==> src/rtl/fcd_pkg.sv <==
package fcd_pkg;

  typedef enum logic [3:0] {
    OP_NONE    = 4'd0,
    OP_ERASE   = 4'd1,
    OP_SUSPEND = 4'd2,
    OP_RESUME  = 4'd3,
    OP_LOCK    = 4'd4,
    OP_UNLOCK  = 4'd5,
    OP_OTP     = 4'd6,
    OP_LOCKREG = 4'd7,
    OP_CFG     = 4'd8,
    OP_BUFPROG = 4'd9
  } fcd_op_e;

  typedef enum logic [3:0] {
    ST_IDLE,
    ST_ERASE,
    ST_LOCK,
    ST_REG,
    ST_CFG,
    ST_SUBOP,
    ST_COUNT,
    ST_DATA,
    ST_CONF
  } fcd_state_e;

  localparam logic [15:0] CODE_ERASE   = 16'h0020;
  localparam logic [15:0] CODE_CONFIRM = 16'h00D0;
  localparam logic [15:0] CODE_SUSPEND = 16'h00B0;
  localparam logic [15:0] CODE_LOCKSET = 16'h0060;
  localparam logic [15:0] CODE_LOCKON  = 16'h0001;
  localparam logic [15:0] CODE_REGPROG = 16'h00C0;
  localparam logic [15:0] CODE_CFG     = 16'h00B8;
  localparam logic [15:0] CODE_BUFPROG = 16'h00EB;

endpackage

==> src/rtl/fcd_wbuf.sv <==
module fcd_wbuf #(
  parameter int DEPTH  = 16,
  parameter int DATA_W = 16,
  localparam int IDX_W = $clog2(DEPTH)
) (
  input  logic              clk,
  input  logic              we,
  input  logic [IDX_W-1:0]  widx,
  input  logic [DATA_W-1:0] wdata,
  input  logic [IDX_W-1:0]  ridx,
  output logic [DATA_W-1:0] rdata
);

  logic [DATA_W-1:0] words [DEPTH];

  // storage array: no reset, written only under the clock enable
  always_ff @(posedge clk) begin
    if (we) begin
      words[widx] <= wdata;
    end
  end

  assign rdata = words[ridx];

endmodule

==> src/rtl/fcd_seq.sv <==
module fcd_seq
  import fcd_pkg::*;
#(
  parameter int          ADDR_W       = 16,
  parameter int          DATA_W       = 16,
  parameter int          BLK_W        = 8,
  parameter int          DEPTH        = 16,
  parameter logic [15:0] LOCKREG_ADDR = 16'h0080,
  localparam int IDX_W = $clog2(DEPTH),
  localparam int CNT_W = $clog2(DEPTH + 1)
) (
  input  logic              clk,
  input  logic              rst_ni,
  input  logic              wr_en,
  input  logic [ADDR_W-1:0] wr_addr,
  input  logic [DATA_W-1:0] wr_data,
  input  logic              ctl_done,
  output logic              req_valid,
  output fcd_op_e           req_op,
  output logic [ADDR_W-1:0] req_addr,
  output logic [DATA_W-1:0] req_data,
  output logic [CNT_W-1:0]  req_count,
  output logic              seq_err,
  output logic              buf_we,
  output logic [IDX_W-1:0]  buf_widx,
  output logic [DATA_W-1:0] buf_wdata
);

  fcd_state_e        state_q, state_d;
  logic [ADDR_W-1:0] start_q, start_d;
  logic [DATA_W-1:0] subop_q, subop_d;
  logic [IDX_W-1:0]  cntm1_q, cntm1_d;
  logic [IDX_W-1:0]  left_q, left_d;
  logic              busy_q, busy_d;
  logic              susp_q, susp_d;

  logic              issue, err_d, set_busy;
  fcd_op_e           op_d;
  logic [ADDR_W-1:0] raddr_d;
  logic [DATA_W-1:0] rdata_d;
  logic [CNT_W-1:0]  rcnt_d;

  logic same_blk, in_win;
  assign same_blk = (wr_addr[ADDR_W-1:BLK_W] == start_q[ADDR_W-1:BLK_W]);
  assign in_win   = (wr_addr[ADDR_W-1:IDX_W] == start_q[ADDR_W-1:IDX_W]);

  assign buf_widx  = wr_addr[IDX_W-1:0];
  assign buf_wdata = wr_data;

  // next-state logic
  always_comb begin
    state_d  = state_q;
    start_d  = start_q;
    subop_d  = subop_q;
    cntm1_d  = cntm1_q;
    left_d   = left_q;
    busy_d   = busy_q;
    susp_d   = susp_q;
    issue    = 1'b0;
    set_busy = 1'b0;
    err_d    = 1'b0;
    op_d     = OP_NONE;
    raddr_d  = start_q;
    rdata_d  = wr_data;
    rcnt_d   = '0;
    buf_we   = 1'b0;

    if (wr_en) begin
      if (busy_q) begin
        if (!susp_q && wr_data == DATA_W'(CODE_SUSPEND)) begin
          issue   = 1'b1;
          op_d    = OP_SUSPEND;
          raddr_d = wr_addr;
          susp_d  = 1'b1;
        end else if (susp_q && wr_data == DATA_W'(CODE_CONFIRM)) begin
          issue   = 1'b1;
          op_d    = OP_RESUME;
          raddr_d = wr_addr;
          susp_d  = 1'b0;
        end
      end else begin
        unique case (state_q)
          ST_IDLE: begin
            start_d = wr_addr;
            if (wr_data == DATA_W'(CODE_ERASE))        state_d = ST_ERASE;
            else if (wr_data == DATA_W'(CODE_LOCKSET)) state_d = ST_LOCK;
            else if (wr_data == DATA_W'(CODE_REGPROG)) state_d = ST_REG;
            else if (wr_data == DATA_W'(CODE_CFG))     state_d = ST_CFG;
            else if (wr_data == DATA_W'(CODE_BUFPROG)) state_d = ST_SUBOP;
          end
          ST_ERASE: begin
            state_d = ST_IDLE;
            if (same_blk && wr_data == DATA_W'(CODE_CONFIRM)) begin
              issue = 1'b1;
              op_d  = OP_ERASE;
            end else begin
              err_d = 1'b1;
            end
          end
          ST_LOCK: begin
            state_d = ST_IDLE;
            if (same_blk && wr_data == DATA_W'(CODE_LOCKON)) begin
              issue = 1'b1;
              op_d  = OP_LOCK;
            end else if (same_blk && wr_data == DATA_W'(CODE_CONFIRM)) begin
              issue = 1'b1;
              op_d  = OP_UNLOCK;
            end else begin
              err_d = 1'b1;
            end
          end
          ST_REG: begin
            state_d = ST_IDLE;
            if (wr_addr == start_q) begin
              issue = 1'b1;
              op_d  = (start_q == ADDR_W'(LOCKREG_ADDR)) ? OP_LOCKREG : OP_OTP;
            end else begin
              err_d = 1'b1;
            end
          end
          ST_CFG: begin
            state_d = ST_IDLE;
            issue   = 1'b1;
            op_d    = OP_CFG;
          end
          ST_SUBOP: begin
            subop_d = wr_data;
            state_d = ST_COUNT;
          end
          ST_COUNT: begin
            if (wr_data < DATA_W'(DEPTH)) begin
              cntm1_d = wr_data[IDX_W-1:0];
              left_d  = wr_data[IDX_W-1:0];
              state_d = ST_DATA;
            end else begin
              err_d   = 1'b1;
              state_d = ST_IDLE;
            end
          end
          ST_DATA: begin
            if (in_win) begin
              buf_we = 1'b1;
              if (left_q == '0) state_d = ST_CONF;
              else              left_d  = left_q - 1'b1;
            end else begin
              err_d   = 1'b1;
              state_d = ST_IDLE;
            end
          end
          ST_CONF: begin
            state_d = ST_IDLE;
            if (same_blk && wr_data == DATA_W'(CODE_CONFIRM)) begin
              issue   = 1'b1;
              op_d    = OP_BUFPROG;
              rdata_d = subop_q;
              rcnt_d  = CNT_W'(cntm1_q) + 1'b1;
            end else begin
              err_d = 1'b1;
            end
          end
          default: state_d = ST_IDLE;
        endcase
        set_busy = issue;
      end
    end

    if (set_busy) begin
      busy_d = 1'b1;
    end else if (ctl_done && busy_q) begin
      busy_d = 1'b0;
      susp_d = 1'b0;
    end
  end

  // control registers
  always_ff @(posedge clk or negedge rst_ni) begin
    if (!rst_ni) begin
      state_q   <= ST_IDLE;
      busy_q    <= 1'b0;
      susp_q    <= 1'b0;
      req_valid <= 1'b0;
      seq_err   <= 1'b0;
    end else begin
      state_q   <= state_d;
      busy_q    <= busy_d;
      susp_q    <= susp_d;
      req_valid <= issue;
      seq_err   <= err_d;
    end
  end

  // datapath registers with explicit enables
  always_ff @(posedge clk or negedge rst_ni) begin
    if (!rst_ni) begin
      start_q   <= '0;
      subop_q   <= '0;
      cntm1_q   <= '0;
      left_q    <= '0;
      req_op    <= OP_NONE;
      req_addr  <= '0;
      req_data  <= '0;
      req_count <= '0;
    end else begin
      if (wr_en) begin
        start_q <= start_d;
        subop_q <= subop_d;
        cntm1_q <= cntm1_d;
        left_q  <= left_d;
      end
      if (issue) begin
        req_op    <= op_d;
        req_addr  <= raddr_d;
        req_data  <= rdata_d;
        req_count <= rcnt_d;
      end
    end
  end

  assert_busy_gate_R10: assert property (@(posedge clk) disable iff (!rst_ni)
    ($past(busy_q) && req_valid) |-> (req_op == OP_SUSPEND || req_op == OP_RESUME));

  assert_err_no_req_R2: assert property (@(posedge clk) disable iff (!rst_ni)
    seq_err |-> !req_valid);

  assert_resume_needs_suspend_R3: assert property (@(posedge clk) disable iff (!rst_ni)
    (req_valid && req_op == OP_RESUME) |-> $past(susp_q));

  assert_count_legal_R7: assert property (@(posedge clk) disable iff (!rst_ni)
    (req_valid && req_op == OP_BUFPROG) |-> (req_count >= 1 && req_count <= CNT_W'(DEPTH)));

  assert_req_leaves_idle_R11: assert property (@(posedge clk) disable iff (!rst_ni)
    req_valid |-> (state_q == ST_IDLE));

endmodule

==> src/rtl/flash_cmd_decoder.sv <==
module flash_cmd_decoder
  import fcd_pkg::*;
#(
  parameter int          ADDR_W       = 16,
  parameter int          DATA_W       = 16,
  parameter int          BLK_W        = 8,
  parameter int          DEPTH        = 16,
  parameter logic [15:0] LOCKREG_ADDR = 16'h0080,
  localparam int IDX_W = $clog2(DEPTH),
  localparam int CNT_W = $clog2(DEPTH + 1)
) (
  input  logic              clk,
  input  logic              rst_n,
  input  logic              wr_en,
  input  logic [ADDR_W-1:0] wr_addr,
  input  logic [DATA_W-1:0] wr_data,
  input  logic              ctl_done,
  input  logic [IDX_W-1:0]  buf_rd_idx,
  output logic              req_valid,
  output logic [3:0]        req_op,
  output logic [ADDR_W-1:0] req_addr,
  output logic [DATA_W-1:0] req_data,
  output logic [CNT_W-1:0]  req_count,
  output logic              seq_err,
  output logic [DATA_W-1:0] buf_rd_data
);

  // reset: asserted asynchronously, released on the clock
  logic [1:0] rst_sync_q;
  always_ff @(posedge clk or negedge rst_n) begin
    if (!rst_n) rst_sync_q <= 2'b00;
    else        rst_sync_q <= {rst_sync_q[0], 1'b1};
  end

  logic              rst_ni;
  fcd_op_e           op_w;
  logic              buf_we;
  logic [IDX_W-1:0]  buf_widx;
  logic [DATA_W-1:0] buf_wdata;

  assign rst_ni = rst_sync_q[1];
  assign req_op = op_w;

  fcd_seq #(
    .ADDR_W(ADDR_W), .DATA_W(DATA_W), .BLK_W(BLK_W),
    .DEPTH(DEPTH), .LOCKREG_ADDR(LOCKREG_ADDR)
  ) u_seq (
    .clk(clk), .rst_ni(rst_ni),
    .wr_en(wr_en), .wr_addr(wr_addr), .wr_data(wr_data),
    .ctl_done(ctl_done),
    .req_valid(req_valid), .req_op(op_w), .req_addr(req_addr),
    .req_data(req_data), .req_count(req_count), .seq_err(seq_err),
    .buf_we(buf_we), .buf_widx(buf_widx), .buf_wdata(buf_wdata)
  );

  fcd_wbuf #(.DEPTH(DEPTH), .DATA_W(DATA_W)) u_wbuf (
    .clk(clk), .we(buf_we), .widx(buf_widx), .wdata(buf_wdata),
    .ridx(buf_rd_idx), .rdata(buf_rd_data)
  );

endmodule

==> config.mk <==
export PLATFORM = sky130hd
export DESIGN_NAME = flash_cmd_decoder
export DESIGN_NICKNAME = d
export VERILOG_FILES = /design/src/rtl/fcd_pkg.sv /design/src/rtl/fcd_wbuf.sv /design/src/rtl/fcd_seq.sv /design/src/rtl/flash_cmd_decoder.sv
export SDC_FILE = /design/constraint.sdc
export NUM_CORES = 1
export LEC_CHECK = 0
export ABC_AREA = 1
export BUFFER_PORTS_ARGS = -buffer_cell sky130_fd_sc_hd__buf_2
export CAP_MARGIN = 20
export CORE_MARGIN = 5
export CORE_UTILIZATION = 48
export CTS_CLUSTER_DIAMETER = 120
export DETAILED_ROUTE_END_ITERATION = 8
export GPL_TIMING_DRIVEN = 0
export PLACE_DENSITY = 0.75
export SYNTH_ARGS = -nofsm -noshare
export SYNTH_HDL_FRONTEND = slang
export SYNTH_SLANG_ARGS = --single-unit
==> constraint.sdc <==
create_clock -name clk -period 3.9 [get_ports clk]
set_input_delay 0.39 -clock clk [delete_from_list [all_inputs] [get_ports clk]]
set_output_delay 0.39 -clock clk [all_outputs]
set_load 0.02 [all_outputs]
### After elaboration in Yosys (flattened, before gate mapping)

Memories as Yosys holds them, arrays and structs flattened.
Index checks and enable logic that the tools add are counted.

| word-level totals | value |
|---|---|
| word-level logic and storage cells | 128 |
| memories kept | 1 |
| input port bits | 40 |
| flip-flop bits (word level) | 91 |
| RAM bits | 256 |

| operators by class | value |
|---|---|
| bitwise gates (word level) | 1 |
| reduce and logical (&&, ||, !) cells | 16 |
| muxes and demuxes | 68 |
| magnitude comparators | 1 |
| add/sub/neg operators | 2 |
| eq/ne operators | 25 |

Memory list:

| memory | depth | width | rd ports | clocked after memory_dff | write ports | line | text |
|---|---|---|---|---|---|---|---|
| u_wbuf.words | 16 | 16 | 1 | 0 | 1 | fcd_wbuf.sv:14 | `logic [DATA_W-1:0] words [DEPTH];` |

Operator list:

| operator | number |
|---|---|
| 2-to-1 mux 16 bit | 8 |
| == test 16 x 8 -> 1 bit (second input constant) | 6 |
| 2-to-1 mux 4 bit | 16 |
| 2-to-1 mux 1 bit | 32 |
| 2-to-1 mux 5 bit | 4 |
| case mux 4 bit (5 select lines) | 1 |
| == test 16 x 1 -> 1 bit (second input constant) | 1 |
| == test 16 bit | 1 |
| == test 16 x 6 -> 1 bit (second input constant) | 1 |
| == test 16 x 7 -> 1 bit (second input constant) | 1 |
| == test 4 x 3 -> 1 bit (second input constant) | 4 |
| less-than comparator 16 x 5 -> 1 bit (second input constant) | 1 |
| case mux 4 bit (4 select lines) | 1 |
| == test 12 bit | 1 |
| == test 4 x 2 -> 1 bit (second input constant) | 2 |
| == test 8 bit | 1 |
| zero test 4 bit | 2 |
| case mux 4 bit (2 select lines) | 1 |
| AND reduction 4 bit | 2 |
| 2-to-1 mux 3 bit | 2 |
| inequality test 6 x 1 -> 1 bit (second input constant) | 1 |
| AND reduction 3 bit | 2 |
| AND reduction 6 bit | 1 |
| adder 4 x 1 -> 5 bit (second input constant) | 1 |
| 14 further kinds | 20 |

### Longest topological paths before layout

| logic depth | value |
|---|---|
| depth in word-level cells | 8 |
| gate-level depth with buffers | 15 |
| depth with buffers taken out | 14 |

### Cells and area by module

A second synthesis with hierarchy kept.

| second synthesis, totals | value |
|---|---|
| cells, all modules | 1751 |
| area, all modules | 16075.4 um^2 |

Modules (own cells, without submodules):

| module | times used | area an instance (um^2) | cells an instance |
|---|---|---|---|
| fcd_wbuf | 1 | 11060.6 | 1058 |
| fcd_seq | 1 | 4961.0 | 690 |
| flash_cmd_decoder | 1 | 53.8 | 3 |

### Worst setup path after synthesis

Ideal clock, no wire load.

| timing | value |
|---|---|
| kind | register -> register |
| start | register u_seq.state_q[3] |
| end | memory u_wbuf.words[0][0] (enable) |
| data required time | 3.512 ns |
| path slack | 1.452 ns |
| stages on the path, launching flop included | 8 |
| arrival time | 2.059 ns |
| buffers on the path | 0 |
| path through | dfrtp_1 > nor2_1 > inv_1 > nor2_1 > nand2_1 > nor2_1 > nand4_1 > nor2_1 |

| on the way | value |
|---|---|
| longest elaborated chain between the ends | 6 |

RTL lines:

| item | line | text |
|---|---|---|
| from (decl) | fcd_seq.sv:29 | `fcd_state_e state_q, state_d;` |
| from (signal assigned) | fcd_seq.sv:184 | `state_q <= state_d;` |
| == test 4 x 3 -> 1 bit | fcd_seq.sv:82 | `unique case (state_q)` |
| 2-to-1 mux 1 bit | fcd_seq.sv:82 |  |
| 2-to-1 mux 1 bit | fcd_seq.sv:69 | `if (busy_q) begin` |
| 2-to-1 mux 1 bit | fcd_seq.sv:68 | `if (wr_en) begin` |
| 2-to-1 mux 1 bit | fcd_wbuf.sv:18 | `if (we) begin` |
| 2-to-1 mux 1 bit (not written as such) | fcd_wbuf.sv:19 | `words[widx] <= wdata;` |
| to (decl) | fcd_wbuf.sv:14 |  |

No other way between the ends.

### Final worst setup path

| timing | value |
|---|---|
| start | register u_seq.start_q[8] |
| end | memory u_wbuf.words[10][13] (enable) |

| on the way | value |
|---|---|
| longest elaborated chain between the ends | 7 |

RTL lines:

| item | line | text |
|---|---|---|
| from (decl) | fcd_seq.sv:30 | `logic [ADDR_W-1:0] start_q, start_d;` |
| from (signal assigned) | fcd_seq.sv:205 | `start_q <= start_d;` |
| == test 12 bit | fcd_seq.sv:45 | `assign in_win = (wr_addr[ADDR_W-1:IDX_W] == start_q[ADDR_W-1:IDX_W]);` |
| 2-to-1 mux 1 bit | fcd_seq.sv:141 | `if (in_win) begin` |
| 2-to-1 mux 1 bit | fcd_seq.sv:82 |  |
| 2-to-1 mux 1 bit | fcd_seq.sv:69 |  |
| 2-to-1 mux 1 bit | fcd_seq.sv:68 |  |
| 2-to-1 mux 1 bit | fcd_wbuf.sv:18 |  |
| 2-to-1 mux 1 bit (not written as such) | fcd_wbuf.sv:19 |  |

No other way between the ends.

==> flow_summary.rst <==
.. list-table::
   :header-rows: 1

   * - Metric
     - Value
   * - Required time worst endpoint
     - 4.14 ns
   * - Relative slew margins
     - 47.1%
   * - Number of unique standard cell types used by synthesis
     - 36
   * - Number of nets with antenna violations after routing
     - 0
   * - Combinational family with the most area after synthesis
     - simple AND/OR/NAND/NOR gates
   * - CTS Buffer Depth
     - 3
   * - Maximum number of pins on one net before global-route repair
     - 61
   * - Post-CTS setup-driven buffer insertion count
     - 0
   * - Total Routing Usage GR
     - 22.6%
   * - Time the worst path needs with I/O delays and setup
     - 2.98 ns
   * - # placed instances
     - 1911
   * - I/O Pins
     - 99
   * - Kind of start point of the critical path
     - register
   * - Synthesized instance count
     - 1396
   * - Part of the total power dissipated in sequential elements
     - 47.1%
   * - Asr flop ratio synth
     - 26.2%
   * - Post-synthesis cell area
     - 15200 µm²
   * - Cts-stage hold buffer count
     - 1
   * - Number of remaining DRC errors
     - 0
   * - Later-pin clock latency in the skew report
     - 0.53 ns
   * - Placed wire-length estimate after detailed placement
     - 27.6 mm
   * - Final global-route overflow total
     - 0
   * - Setup tns final
     - 0 ns
   * - Top flip-flop cell by instance count after synthesis
     - edfxtp_1
   * - Share of synthesized area occupied by flip-flops and latches
     - 65.6%
   * - Fraction of layout cells with a size suffix above 1
     - 13.6%
   * - Global-route wire length before repair
     - 62.7 mm
   * - Reported max-cap violation count
     - 0
   * - Part of the total power dissipated in combinational logic
     - 18.3%
   * - Ratio of routed vias to standard cells
     - 5.67
   * - Simple-Gate Fraction of Synth Area
     - 12.9%
   * - Initial core utilization
     - 48.4%
   * - Worst setup skew after layout
     - 0.0163 ns
   * - Number of storage elements in the synthesis netlist
     - 347
   * - Largest fanout on the critical path
     - 9
   * - Clock slew seen by the registers of the worst setup and hold paths
     - 0.06 ns
   * - Total wirelength of the detailed-routed design
     - 40.4 mm
   * - Area share of the leading cell type in the synthesized netlist
     - 50.6%
   * - Mean area per synthesized cell
     - 10.9 µm²
   * - Number of gates resized after CTS
     - 0
   * - Critical path arrival
     - 3.22 ns
   * - Routed wirelength normalized by instance count
     - 20.4 µm
   * - Fraction of synthesized cell area in xor and xnor cells
     - 0.519%
   * - Biggest area consumer among synthesized cells
     - edfxtp_1
   * - Number of antenna violations at the first check in global routing
     - 2
   * - Worst setup EP type
     - register
   * - Tightest Hold Check Type
     - in2reg
   * - Leak Pwr
     - 7.38 nW
   * - Core Box Area
     - 31400 µm²
   * - Area fraction in compound gates after synthesis
     - 10.8%
   * - Fraction of the mapped netlist area in adder cells
     - 0.165%
   * - Actual transition at the worst max-transition pin
     - 0.793 ns
   * - Via count of the first global-routing pass
     - 11300
   * - Critical setup path kind
     - reg2reg
   * - Setup-violating endpoint count in the final report
     - 0
   * - Synth Net Count
     - 1438
   * - Commonest cells post-synth
     - nand2_1, edfxtp_1, o21ai_0
   * - Share of the clock period used by the worst path after layout
     - 76.5%
   * - Clock Sink Count
     - 347
   * - DRT Pass-1 Iters
     - 5
   * - Final #Nets
     - 1591
   * - Via count
     - 11200
   * - Unrepaired setup endpoints after global routing
     - false
   * - Power spent charging and discharging nets
     - 2.89 mW
   * - H-tree levels
     - 2
   * - Worst Hold Slack
     - 0.0729 ns
   * - X dimension of the die
     - 188 µm
   * - Warning count from the yosys run
     - 0
   * - Final-report hold violation count
     - 0
   * - Final instance count without filler cells
     - 1980
   * - Initial DRC Count
     - 1230
   * - Buffers added on ports
     - 96
   * - Most frequent cell after synthesis
     - nand2_1
   * - Top achievable clock speed
     - 335 MHz
   * - Clock group share of total power
     - 34.6%
   * - Cell internal power dissipation
     - 6.84 mW
   * - Power density over cell area
     - 551 nW/µm²
   * - Die Height
     - 188 µm
   * - Largest cells by area after synthesis
     - edfxtp_1, dfrtp_1, nand2_1
   * - Clock tree root buffer cell
     - clkbuf_16
   * - Final estimated routing congestion in global placement
     - 0.872
   * - Clock buffer count from CTS
     - 37
   * - P&R area growth vs syn
     - 16.4%
   * - Fin util
     - 56.3%
   * - Outcome
     - completed
   * - Sw frac
     - 29.7%
   * - FP Rows
     - 65
   * - Die footprint
     - 35300 µm²
   * - Worst IR drop on VDD
     - 0.459 mV
   * - Mux cell area share after synthesis
     - 4.22%
   * - Clock tree from TritonCTS
     - done
   * - Final number of max-transition violations
     - 0
   * - Post-synth EDFFs
     - 256
[path summary, 6_finish.rpt]
check                                        startpoint                        endpoint  slack (ns)  cells past startpoint
max                        u_seq.start_q[8]$_DFFE_PN0P_  u_wbuf.words[10][13]$_DFFE_PP_        0.92                     10
min                                            ctl_done        u_seq.busy_q$_DFFE_PN0P_        0.07                      2
max reg2reg                u_seq.start_q[8]$_DFFE_PN0P_  u_wbuf.words[10][13]$_DFFE_PP_        0.92                     10
min reg2reg                     rst_sync_q[1]$_DFF_PN0_   u_seq.req_data[8]$_DFFE_PN0P_        0.27                      0
max in group asynchronous       rst_sync_q[1]$_DFF_PN0_    u_seq.state_q[0]$_DFFE_PN0P_        2.99                      1
min in group asynchronous                         rst_n         rst_sync_q[0]$_DFF_PN0_        0.19                      2
[cell families (layout without fill, tap and decap cells)]
group                      after synthesis  in the layout
buffers and inverters                  221            402
xor gates and xnor gates                 9              9
and+or+nand+nor                        460            460
muxes                                   64             64
DFF                                    347            347
other                                    1              2
AOI/OAI and AO/OA                      292            292
adders and majority gates                2              2
[power groups by stage]
stage | Sequential [mW] | Combinational (mW) | Clock, mW
global route | 4.64 | 2.02 | 3.56
finish | 4.59 | 1.78 | 3.37
CTS | 4.58 | 1.79 | 3.39
detailed placement | 4.64 | 1.78 | 0
global placement | 4.64 | 1.70 | 0
floorplan | 4.78 | 1.01 | 0
[layout make-up]
class | instances | area (µm²)
inverters | 151 | 567
flip-flops and latches | 347 | 9970
plain buffers | 70 | 309
clock inverters | 18 | 154
fillers | 2569 | 13700
diodes | 1 | 2.50
multi-input cells | 828 | 4380
clock buffers | 49 | 1000
well taps | 402 | 503
repair buffers | 114 | 783
[metal layers]
layer  up-vias  track usage (%)  wire length [µm]
met1      5393             29.7             16100
met4         2             8.81              1670
met5         -                0                14
met2       542             37.7             19300
met3       101             4.11              3270
li1       5181                -                 -
[sequential cells by signal (all words and copies together), names as in the netlist, 5 cells and up]
register / count
u_wbuf.words: 256
u_seq.req_addr: 16
u_seq.req_data: 16
u_seq.start_q: 16
u_seq.subop_q: 16
u_seq.req_count: 5
[worst max-delay path, cell delays in order (launching register included)]
cell and delay, ns:
dfrtp_1 0.41, nand2_1 0.09, nand2_1 0.05, nor2_1 0.12
nand2_1 0.11, nor2_1 0.32, nand2_1 0.12, nor2_1 0.25
nand4_1 0.31, nor2_2 0.69, buf_8 0.23
[per-stage QoR]
stage	setup slack (ns)	cell area, µm²	total power [mW]
floorplan	1.18	15200	5.79
global placement	0.0606	16200	6.34
detailed placement	0.832	16500	6.42
CTS	0.923	17700	9.76
global route	0.575	17700	10.2
finish	0.916	17700	9.74
[layout by cell type, fill, tap and decap left out, drive strengths merged]
cell	instances
o21a	1
nor2	62
clkinv	17
xnor2	4
ha	2
nor4	2
edfxtp	256
o31ai	1
a31oi	1
inv	150
buf	140
a21oi	73
nand3	32
o22ai	1
conb	1
dfrtp	91
or2	1
o21ai	149
dlygate4sd3	1
xor2	5
nand4	55
mux2i	64
bufinv	2
nand2	297
nor3	9
a22oi	1
diode	1
clkbuf	92
o211ai	65
and2	2
No activity file was read; power rests on OpenSTA's default activity.
